===== config.mk =====
export PLATFORM = sky130hd
export DESIGN_NAME = bkpt_ack_ctrl
export DESIGN_NICKNAME = d
export VERILOG_FILES = /design/src/rtl/bkpt_pkg.sv /design/src/rtl/bkpt_pend.sv /design/src/rtl/bkpt_seq.sv /design/src/rtl/bkpt_frame.sv /design/src/rtl/bkpt_ack_ctrl.sv
export SDC_FILE = /design/constraint.sdc
export NUM_CORES = 1
export LEC_CHECK = 0
export ABC_AREA = 1
export BUFFER_PORTS_ARGS = -buffer_cell sky130_fd_sc_hd__buf_2
export CAP_MARGIN = 20
export CORE_UTILIZATION = 43
export CTS_CLUSTER_DIAMETER = 100
export DETAILED_ROUTE_END_ITERATION = 10
export GPL_TIMING_DRIVEN = 1
export MAX_ROUTING_LAYER = met4
export PLACE_DENSITY = 0.86
export SLEW_MARGIN = 20
export SYNTH_ARGS = -nofsm -noshare
export SYNTH_HDL_FRONTEND = slang
export SYNTH_SLANG_ARGS = --single-unit

===== constraint.sdc =====
create_clock -name clk -period 2.1 [get_ports clk]
set_clock_uncertainty 0.2 [all_clocks]
set_input_delay 0.63 -clock clk [delete_from_list [all_inputs] [get_ports clk]]
set_output_delay 0.63 -clock clk [all_outputs]
set_load 0.03 [all_outputs]

===== src/rtl/bkpt_pkg.sv =====
package bkpt_pkg;

    typedef enum logic [2:0] {
        ST_IDLE,
        ST_WAIT,
        ST_ACK,
        ST_RESUME,
        ST_EXCEPT
    } bkpt_st_t;

    localparam int unsigned BKPT_VECTOR = 12;
    localparam int unsigned ACK_SPACE   = 0;
    localparam int unsigned ACK_ADDRESS = 32'h1E;

    function automatic int unsigned vec_to_offset(input int unsigned vec);
        return vec * 4;
    endfunction

endpackage


===== src/rtl/bkpt_pend.sv =====
module bkpt_pend (
    input  logic clk,
    input  logic rst_n,
    input  logic brk_req_i,
    input  logic ibrk_tag_i,
    input  logic insn_exec_i,
    input  logic hold_i,
    input  logic clr_i,
    output logic pend_o
);

    logic armed_q;
    logic late_q;
    logic pend_q;
    logic set_w;

    // instruction breakpoint only pends once its instruction executes
    assign set_w = brk_req_i | (insn_exec_i & (armed_q | ibrk_tag_i));

    always_ff @(posedge clk or negedge rst_n) begin
        if (!rst_n) begin
            armed_q <= 1'b0;
        end else if (insn_exec_i) begin
            armed_q <= 1'b0;
        end else if (ibrk_tag_i) begin
            armed_q <= 1'b1;
        end
    end

    // late_q keeps requests that arrive while an acknowledge is in flight
    always_ff @(posedge clk or negedge rst_n) begin
        if (!rst_n) begin
            pend_q <= 1'b0;
            late_q <= 1'b0;
        end else if (clr_i) begin
            pend_q <= set_w | late_q;
            late_q <= 1'b0;
        end else if (hold_i) begin
            late_q <= late_q | set_w;
        end else begin
            pend_q <= pend_q | set_w;
        end
    end

    assign pend_o = pend_q;

endmodule


===== src/rtl/bkpt_seq.sv =====
module bkpt_seq
    import bkpt_pkg::*;
(
    input  logic clk,
    input  logic rst_n,
    input  logic pend_i,
    input  logic boundary_i,
    input  logic exc_done_i,
    input  logic bus_busy_i,
    input  logic bus_ack_i,
    input  logic bus_err_i,
    output logic cap_o,
    output logic hold_o,
    output logic clr_o,
    output logic bus_req_o,
    output logic resume_o,
    output logic exc_o
);

    bkpt_st_t state_q, state_d;

    always_ff @(posedge clk or negedge rst_n) begin
        if (!rst_n) begin
            state_q <= ST_IDLE;
        end else begin
            state_q <= state_d;
        end
    end

    always_comb begin
        state_d = state_q;
        unique case (state_q)
            ST_IDLE: begin
                if (pend_i && (boundary_i || exc_done_i)) state_d = ST_WAIT;
            end
            ST_WAIT: begin
                if (!bus_busy_i) state_d = ST_ACK;
            end
            ST_ACK: begin
                if (bus_err_i)      state_d = ST_EXCEPT;
                else if (bus_ack_i) state_d = ST_RESUME;
            end
            ST_RESUME: state_d = ST_IDLE;
            ST_EXCEPT: state_d = ST_IDLE;
            default:   state_d = ST_IDLE;
        endcase
    end

    always_comb begin
        cap_o     = 1'b0;
        hold_o    = 1'b0;
        clr_o     = 1'b0;
        bus_req_o = 1'b0;
        resume_o  = 1'b0;
        exc_o     = 1'b0;
        unique case (state_q)
            ST_IDLE:   cap_o = pend_i && (boundary_i || exc_done_i);
            ST_WAIT:   hold_o = 1'b1;
            ST_ACK: begin
                hold_o    = 1'b1;
                bus_req_o = 1'b1;
                clr_o     = bus_ack_i || bus_err_i;
            end
            ST_RESUME: resume_o = 1'b1;
            ST_EXCEPT: exc_o = 1'b1;
            default:   ;
        endcase
    end

endmodule


===== src/rtl/bkpt_frame.sv =====
module bkpt_frame #(
    parameter int unsigned PC_W  = 32,
    parameter int unsigned SR_W  = 16,
    parameter int unsigned VEC_W = 8
) (
    input  logic              clk,
    input  logic              rst_n,
    input  logic              cap_i,
    input  logic              exc_i,
    input  logic [PC_W-1:0]   cur_pc_i,
    input  logic [PC_W-1:0]   next_pc_i,
    input  logic [SR_W-1:0]   sr_i,
    output logic [PC_W-1:0]   stk_cur_pc_o,
    output logic [PC_W-1:0]   stk_next_pc_o,
    output logic [SR_W-1:0]   stk_sr_o,
    output logic              stk_super_o,
    output logic [VEC_W-1:0]  vec_num_o,
    output logic [VEC_W+1:0]  vec_off_o
);

    import bkpt_pkg::*;

    localparam int unsigned OFF_W = VEC_W + 2;
    localparam logic [VEC_W-1:0] VEC_VAL = VEC_W'(BKPT_VECTOR);
    localparam logic [OFF_W-1:0] OFF_VAL = OFF_W'(vec_to_offset(BKPT_VECTOR));

    always_ff @(posedge clk or negedge rst_n) begin
        if (!rst_n) begin
            stk_cur_pc_o  <= '0;
            stk_next_pc_o <= '0;
            stk_sr_o      <= '0;
        end else if (cap_i) begin
            stk_cur_pc_o  <= cur_pc_i;
            stk_next_pc_o <= next_pc_i;
            stk_sr_o      <= sr_i;
        end
    end

    assign stk_super_o = exc_i;
    assign vec_num_o   = exc_i ? VEC_VAL : '0;
    assign vec_off_o   = exc_i ? OFF_VAL : '0;

endmodule


===== src/rtl/bkpt_ack_ctrl.sv =====
module bkpt_ack_ctrl #(
    parameter int unsigned PC_W   = 32,
    parameter int unsigned SR_W   = 16,
    parameter int unsigned ADDR_W = 32,
    parameter int unsigned DATA_W = 16,
    parameter int unsigned FC_W   = 3,
    parameter int unsigned VEC_W  = 8
) (
    input  logic              clk,
    input  logic              rst_n,
    input  logic              brk_req_i,
    input  logic              ibrk_tag_i,
    input  logic              insn_exec_i,
    input  logic              boundary_i,
    input  logic              exc_done_i,
    input  logic [PC_W-1:0]   cur_pc_i,
    input  logic [PC_W-1:0]   next_pc_i,
    input  logic [SR_W-1:0]   sr_i,
    input  logic              bus_busy_i,
    output logic              bus_req_o,
    output logic              bus_rd_o,
    output logic [FC_W-1:0]   bus_fc_o,
    output logic [ADDR_W-1:0] bus_addr_o,
    input  logic              bus_ack_i,
    input  logic              bus_err_i,
    input  logic [DATA_W-1:0] bus_rdata_i,
    output logic              resume_o,
    output logic              exc_req_o,
    output logic [VEC_W-1:0]  vec_num_o,
    output logic [VEC_W+1:0]  vec_off_o,
    output logic [PC_W-1:0]   stk_cur_pc_o,
    output logic [PC_W-1:0]   stk_next_pc_o,
    output logic [SR_W-1:0]   stk_sr_o,
    output logic              stk_super_o
);

    import bkpt_pkg::*;

    localparam logic [ADDR_W-1:0] ACK_ADDR_L = ADDR_W'(ACK_ADDRESS);
    localparam logic [FC_W-1:0]   ACK_FC_L   = FC_W'(ACK_SPACE);

    logic pend_w, cap_w, hold_w, clr_w, req_w, exc_w;
    logic rdata_unused_w;

    // acknowledge data is read and thrown away
    assign rdata_unused_w = ^bus_rdata_i;

    bkpt_pend u_pend (
        .clk         (clk),
        .rst_n       (rst_n),
        .brk_req_i   (brk_req_i),
        .ibrk_tag_i  (ibrk_tag_i),
        .insn_exec_i (insn_exec_i),
        .hold_i      (hold_w),
        .clr_i       (clr_w),
        .pend_o      (pend_w)
    );

    bkpt_seq u_seq (
        .clk        (clk),
        .rst_n      (rst_n),
        .pend_i     (pend_w),
        .boundary_i (boundary_i),
        .exc_done_i (exc_done_i),
        .bus_busy_i (bus_busy_i),
        .bus_ack_i  (bus_ack_i),
        .bus_err_i  (bus_err_i),
        .cap_o      (cap_w),
        .hold_o     (hold_w),
        .clr_o      (clr_w),
        .bus_req_o  (req_w),
        .resume_o   (resume_o),
        .exc_o      (exc_w)
    );

    bkpt_frame #(.PC_W(PC_W), .SR_W(SR_W), .VEC_W(VEC_W)) u_frame (
        .clk           (clk),
        .rst_n         (rst_n),
        .cap_i         (cap_w),
        .exc_i         (exc_w),
        .cur_pc_i      (cur_pc_i),
        .next_pc_i     (next_pc_i),
        .sr_i          (sr_i),
        .stk_cur_pc_o  (stk_cur_pc_o),
        .stk_next_pc_o (stk_next_pc_o),
        .stk_sr_o      (stk_sr_o),
        .stk_super_o   (stk_super_o),
        .vec_num_o     (vec_num_o),
        .vec_off_o     (vec_off_o)
    );

    assign exc_req_o  = exc_w;
    assign bus_req_o  = req_w;
    assign bus_rd_o   = req_w;
    assign bus_fc_o   = req_w ? ACK_FC_L : '1;
    assign bus_addr_o = req_w ? ACK_ADDR_L : '0;

endmodule


---- Yosys cells after proc, flatten, opt, wreduce, memory -nomap -nowiden ----
Cells that the tools add are included.
word-level totals
  register bits after elaboration ......... 86
  input bits .............................. 106
  word-level logic and storage cells ...... 49
cells by class
  equal/unequal tests ..................... 8
  mux-type cells .......................... 21
  bitwise gates (word level) .............. 5
  reductions and logical operators ........ 8
operators with widths
  operator            count
  $mux 3              5
  $mux 1              12
  $pmux 3 s3          1
  $eq 3x2->1 const B  2
  $mux 6              1
  $mux 5              1
  $mux 4              1
  $ne 2x1->1 const B  2
  $or 1x1->1          4
  $reduce_bool 2->1   2
  $eq 3x1->1 const B  1
  $eq 3x3->1 const B  1
  $logic_not 3->1     1
  $ne 3x3->1 const B  1
  $reduce_and 3->1    1
  $logic_or 1x1->1    2
  $ne 2x2->1 const B  1
  $reduce_or 2->1     1
  $and 1x1->1         1
  $logic_and 1x1->1   1

---- Logic depth before layout (Yosys ltp) ----
  depth in word-level cells ............... 6
  gate-level depth with buffers ........... 7
  depth with buffers taken out ............ 6

---- Modules after synthesis ----
From an unflattened synthesis, not the netlist that was laid out.
second synthesis, totals
  cell total of the unflattened synthesis .. 446
  area total of the unflattened synthesis .. 3,811.2 µm²
by module, submodules not included
  module         instances  cells an instance  area each (µm²)
  bkpt_frame     1          358                3,199.3
  bkpt_ack_ctrl  1          37                 270.3
  bkpt_seq       1          33                 205.2
  bkpt_pend      1          18                 136.4

---- Worst setup path before layout ----
Ideal clock, no wire load.
  kind .................................... reg2out
  start point ............................. register u_seq.state_q[1]
  end point ............................... output stk_super_o
  arrival time ............................ 1,669 ps
  setup slack ............................. -399 ps
  cell stages (with the launch flop) ...... 3
  buffers on the path ..................... 1
  path through ............................ dfrtp_1 nor3_1 buf_4
on the way
  word-level cells in the longest chain between the ends .. 2
ends and longest elaborated chain
  what                      line                 RTL
  start: declaration        bkpt_seq.sv:20       bkpt_st_t state_q, state_d;
  start signal: assignment  bkpt_seq.sv:26       state_q <= state_d;
  $eq 3x3->1                bkpt_seq.sv:56       unique case (state_q)
  $mux 1                    bkpt_seq.sv:56
  end: declaration          bkpt_ack_ctrl.sv:34  output logic stk_super_o
Every way passes these cells.

---- Worst setup path after layout ----
  start point ............................. register u_seq.state_q[0]
  end point ............................... output exc_req_o
on the way
  word-level cells in the longest chain between the ends .. 2
ends and longest elaborated chain
  what              line                 RTL
  $eq 3x3->1        bkpt_seq.sv:56
  $mux 1            bkpt_seq.sv:56
  end: declaration  bkpt_ack_ctrl.sv:28  output logic exc_req_o,
Every way passes these cells.

==> results.py <==
metrics = {
    "clocking": {
        "clkLatencyLatePin_ps": 340,
        "cts_max_level": 3,
        "clkSinkCount": 86,
        "cts_tree": "yes",
        "cts_buffer_depth": 2,
        "cts_buffers": 9,
        "root_buffer": "clkbuf_8",
        "clkTransAtPathRegs_ps": 90,
    },
    "worst_hold_path": {
        "min-delay-start": "insn_exec_i",
        "min_path_type": "in2reg",
    },
    "worst_setup_path": {
        "critPathCaptureType": "primary output",
        "cp.required_ps": 1270,
        "cp_common_cell": "buf_4",
        "crit_slowest_cell": "dfrtp_2",
        "setup.worst_path.end": "exc_req_o",
        "r2r-start": "u_seq.state_q[2]",
        "path_cells": "nor3_4 -> buf_4 -> buf_4",
        "critPathArrivalTime_ps": 1310,
        "r2r_end": "u_frame.stk_cur_pc_o[11]",
        "cp_max_fo": 4,
        "reg2regPathDepth": 7,
        "rrSetupSlack_ps": 330,
        "critPathLaunchType": "flop",
        "max_stage_delay_ps": 450,
        "path_class": "reg2out",
        "worstSetupStartpoint": "u_seq.state_q[0]",
    },
    "yosys": {
        "yosysUniqueCellTypes": 16,
        "ys_ff_latch": 86,
        "syn_area_mm2": 0.00396,
        "synthCells": 456,
        "ys.warnings.count": 0,
        "ys_seq_area_share_pct": 54.4,
        "syn_area_per_cell_um2": 8.68,
    },
    "detailed_routing": {
        "drtAntennaViolNets": 0,
        "num_vias": 3473,
        "drt_iter0_drc": 131,
        "wl_met3_um": 612,
        "firstDrtPassIters": 9,
        "met2WireLength_um": 4490,
        "drt_wl_total_um": 9000,
        "vias_per_cell": 4.64,
        "drc": 16,
        "wire_per_inst_um": 12.0,
        "wl_met1_um": 3830,
        "top_layer": "met4",
    },
    "status": {
        "violations": "DRC, setup timing",
        "status": "complete, but fails checks",
    },
    "timing": {
        "hold_viol": 0,
        "setup_slack_ps": -39.1,
        "post-route-period-util_pct": 102,
        "finalMaxSlewViolations": 0,
        "post-route-min-period_ps": 2140,
        "setup_viol": 12,
        "fin_hold_ws_ps": 265,
        "fin_setup_tns_ps": -259,
        "max_freq_mhz": 467,
        "rsz0062_at_grt": "yes",
    },
    "final_layout": {
        "num_antenna_cells": 0,
        "layout.nets": 742,
        "utilization_pct": 57.8,
        "drive_gt1_share_pct": 36.0,
        "syn_to_final_growth_pct": 28.6,
        "stdcell_count": 749,
    },
    "pwr": {
        "p_per_area_mw_per_mm2": 1780,
        "ir_drop_mv": 0.874,
        "power_w": 0.00904,
        "p_leak_nw": 3.02,
    },
    "grt": {
        "first_global_vias": 3298,
        "gr-total-overflow": 0,
        "antenna_found_initial": 0,
        "grt_pass1_wl_um": 15000,
        "grt_util_all_layers_pct": 19.8,
        "grt_start_max_net_pins": 51,
    },
    "placement": {
        "port_buffers": 185,
        "globalplace.congestion": 0.831,
        "place_hpwl_um": 6730,
        "dp.cells": 723,
    },
    "floorplan": {
        "die_area_mm2": 0.00959,
        "rows": 34,
        "io_pins": 244,
        "core-area_mm2": 0.00881,
        "start_util_pct": 45.0,
        "die_y_um": 98.0,
        "die_w_um": 98.0,
    },
    "job": {
        "drv_cap": 0,
    },
}
[per-layer routing]
metal	up-vias	GRT usage [%]
met4	0	4.43
li1	1699	-
met2	156	34.1
met5	-	-
met3	8	4.37
met1	1610	23.6
[what timing repair did]
action                     in CTS  in global routing
pin swaps                       1                  1
hold endpoints to repair       10                  0
setup buffers                   2                  7
hold buffers                    1                  0
resized for setup              19                  7
setup endpoints to repair      12                 12
[layout make-up]
cell class              count  area [um^2]
clock buffers              12          155
clock inverters             4         53.8
fillers                   781         3710
inverters                  12         48.8
multi-input cells         321         1360
flip-flops and latches     86         2150
well taps                 108          135
repair buffers            206         1190
[synthesized netlist by cell type]
library cell | n | area share, %
nor3_1 | 1 | 0.13
nand3_1 | 84 | 11
nand2_4 | 1 | 0.28
nor2_4 | 1 | 0.28
buf_2 | 16 | 2.0
buf_6 | 8 | 2.3
a21oi_1 | 1 | 0.13
nor2_1 | 15 | 1.4
conb_1 | 1 | 0.095
inv_1 | 10 | 0.95
o21ai_0 | 5 | 0.63
nand3_2 | 1 | 0.25
nand2_1 | 170 | 16
inv_2 | 2 | 0.19
buf_4 | 54 | 10
dfrtp_1 | 86 | 54
[per-stage QoR]
step                      setup WS (ps)  area (um^2)
after floorplan                   -14.1         4120
after CTS                         -44.9         5010
final                             -39.1         5090
after global routing               -101         5090
after global placement              234         4730
after detailed placement            213         4730
[kinds of logic (layout without fill, tap and decap cells)]
| family | Yosys count | after routing | share of synthesized area [%] |
|---|---|---|---|
| AO/OA/AOI/OAI | 6 | 6 | 0.758 |
| buffers and inverters | 90 | 234 | 15.7 |
| flip-flops | 86 | 86 | 54.4 |
| other | 1 | 42 | 0.0947 |
| AND/OR/NAND/NOR | 273 | 273 | 29.1 |
[where the power goes]
group	switching, W	internal (W)	total (W)
clock	0.000571	0.000620	0.00119
combinational	0.00353	0.00144	0.00497
sequential	0.000423	0.00246	0.00288
[worst min-delay path by stage]
stage | to | slack [ps] | cells past startpoint
global placement | u_frame.stk_next_pc_o[30] | 250 | 2
finish | u_pend.armed_q | 260 | 2
CTS | u_pend.armed_q | 250 | 2
floorplan | u_frame.stk_cur_pc_o[0] | 130 | 0
detailed placement | u_frame.stk_next_pc_o[4] | 250 | 2
global route | u_pend.armed_q | 240 | 2
[layout by cell type, fill, tap and decap left out, types with 2 or more instances in the layout]
cell / instances
buf_12: 3
nor2_1: 15
buf_6: 8
nand3_1: 84
clkinvlp_4: 3
dfrtp_2: 2
inv_1: 7
dfrtp_1: 84
buf_4: 22
buf_2: 172
nand2_1: 170
inv_2: 4
conb_1: 42
clkbuf_8: 11
o21ai_0: 5
[registers in the layout (all words and copies together), names as in the netlist]
signal / count
u_frame.stk_cur_pc_o: 32
u_frame.stk_sr_o: 16
u_pend.late_q: 1
u_seq.state_q: 3
u_pend.pend_o: 1
u_pend.armed_q: 1
u_frame.stk_next_pc_o: 32
[worst max-delay path, delay by kind of cell (launching register included)]
family                 cells  cell delay (ps)
buffers and inverters      2              290
and+or+nand+nor            1              220
DFF                        1              450
Power figures use the tool's default switching activity.
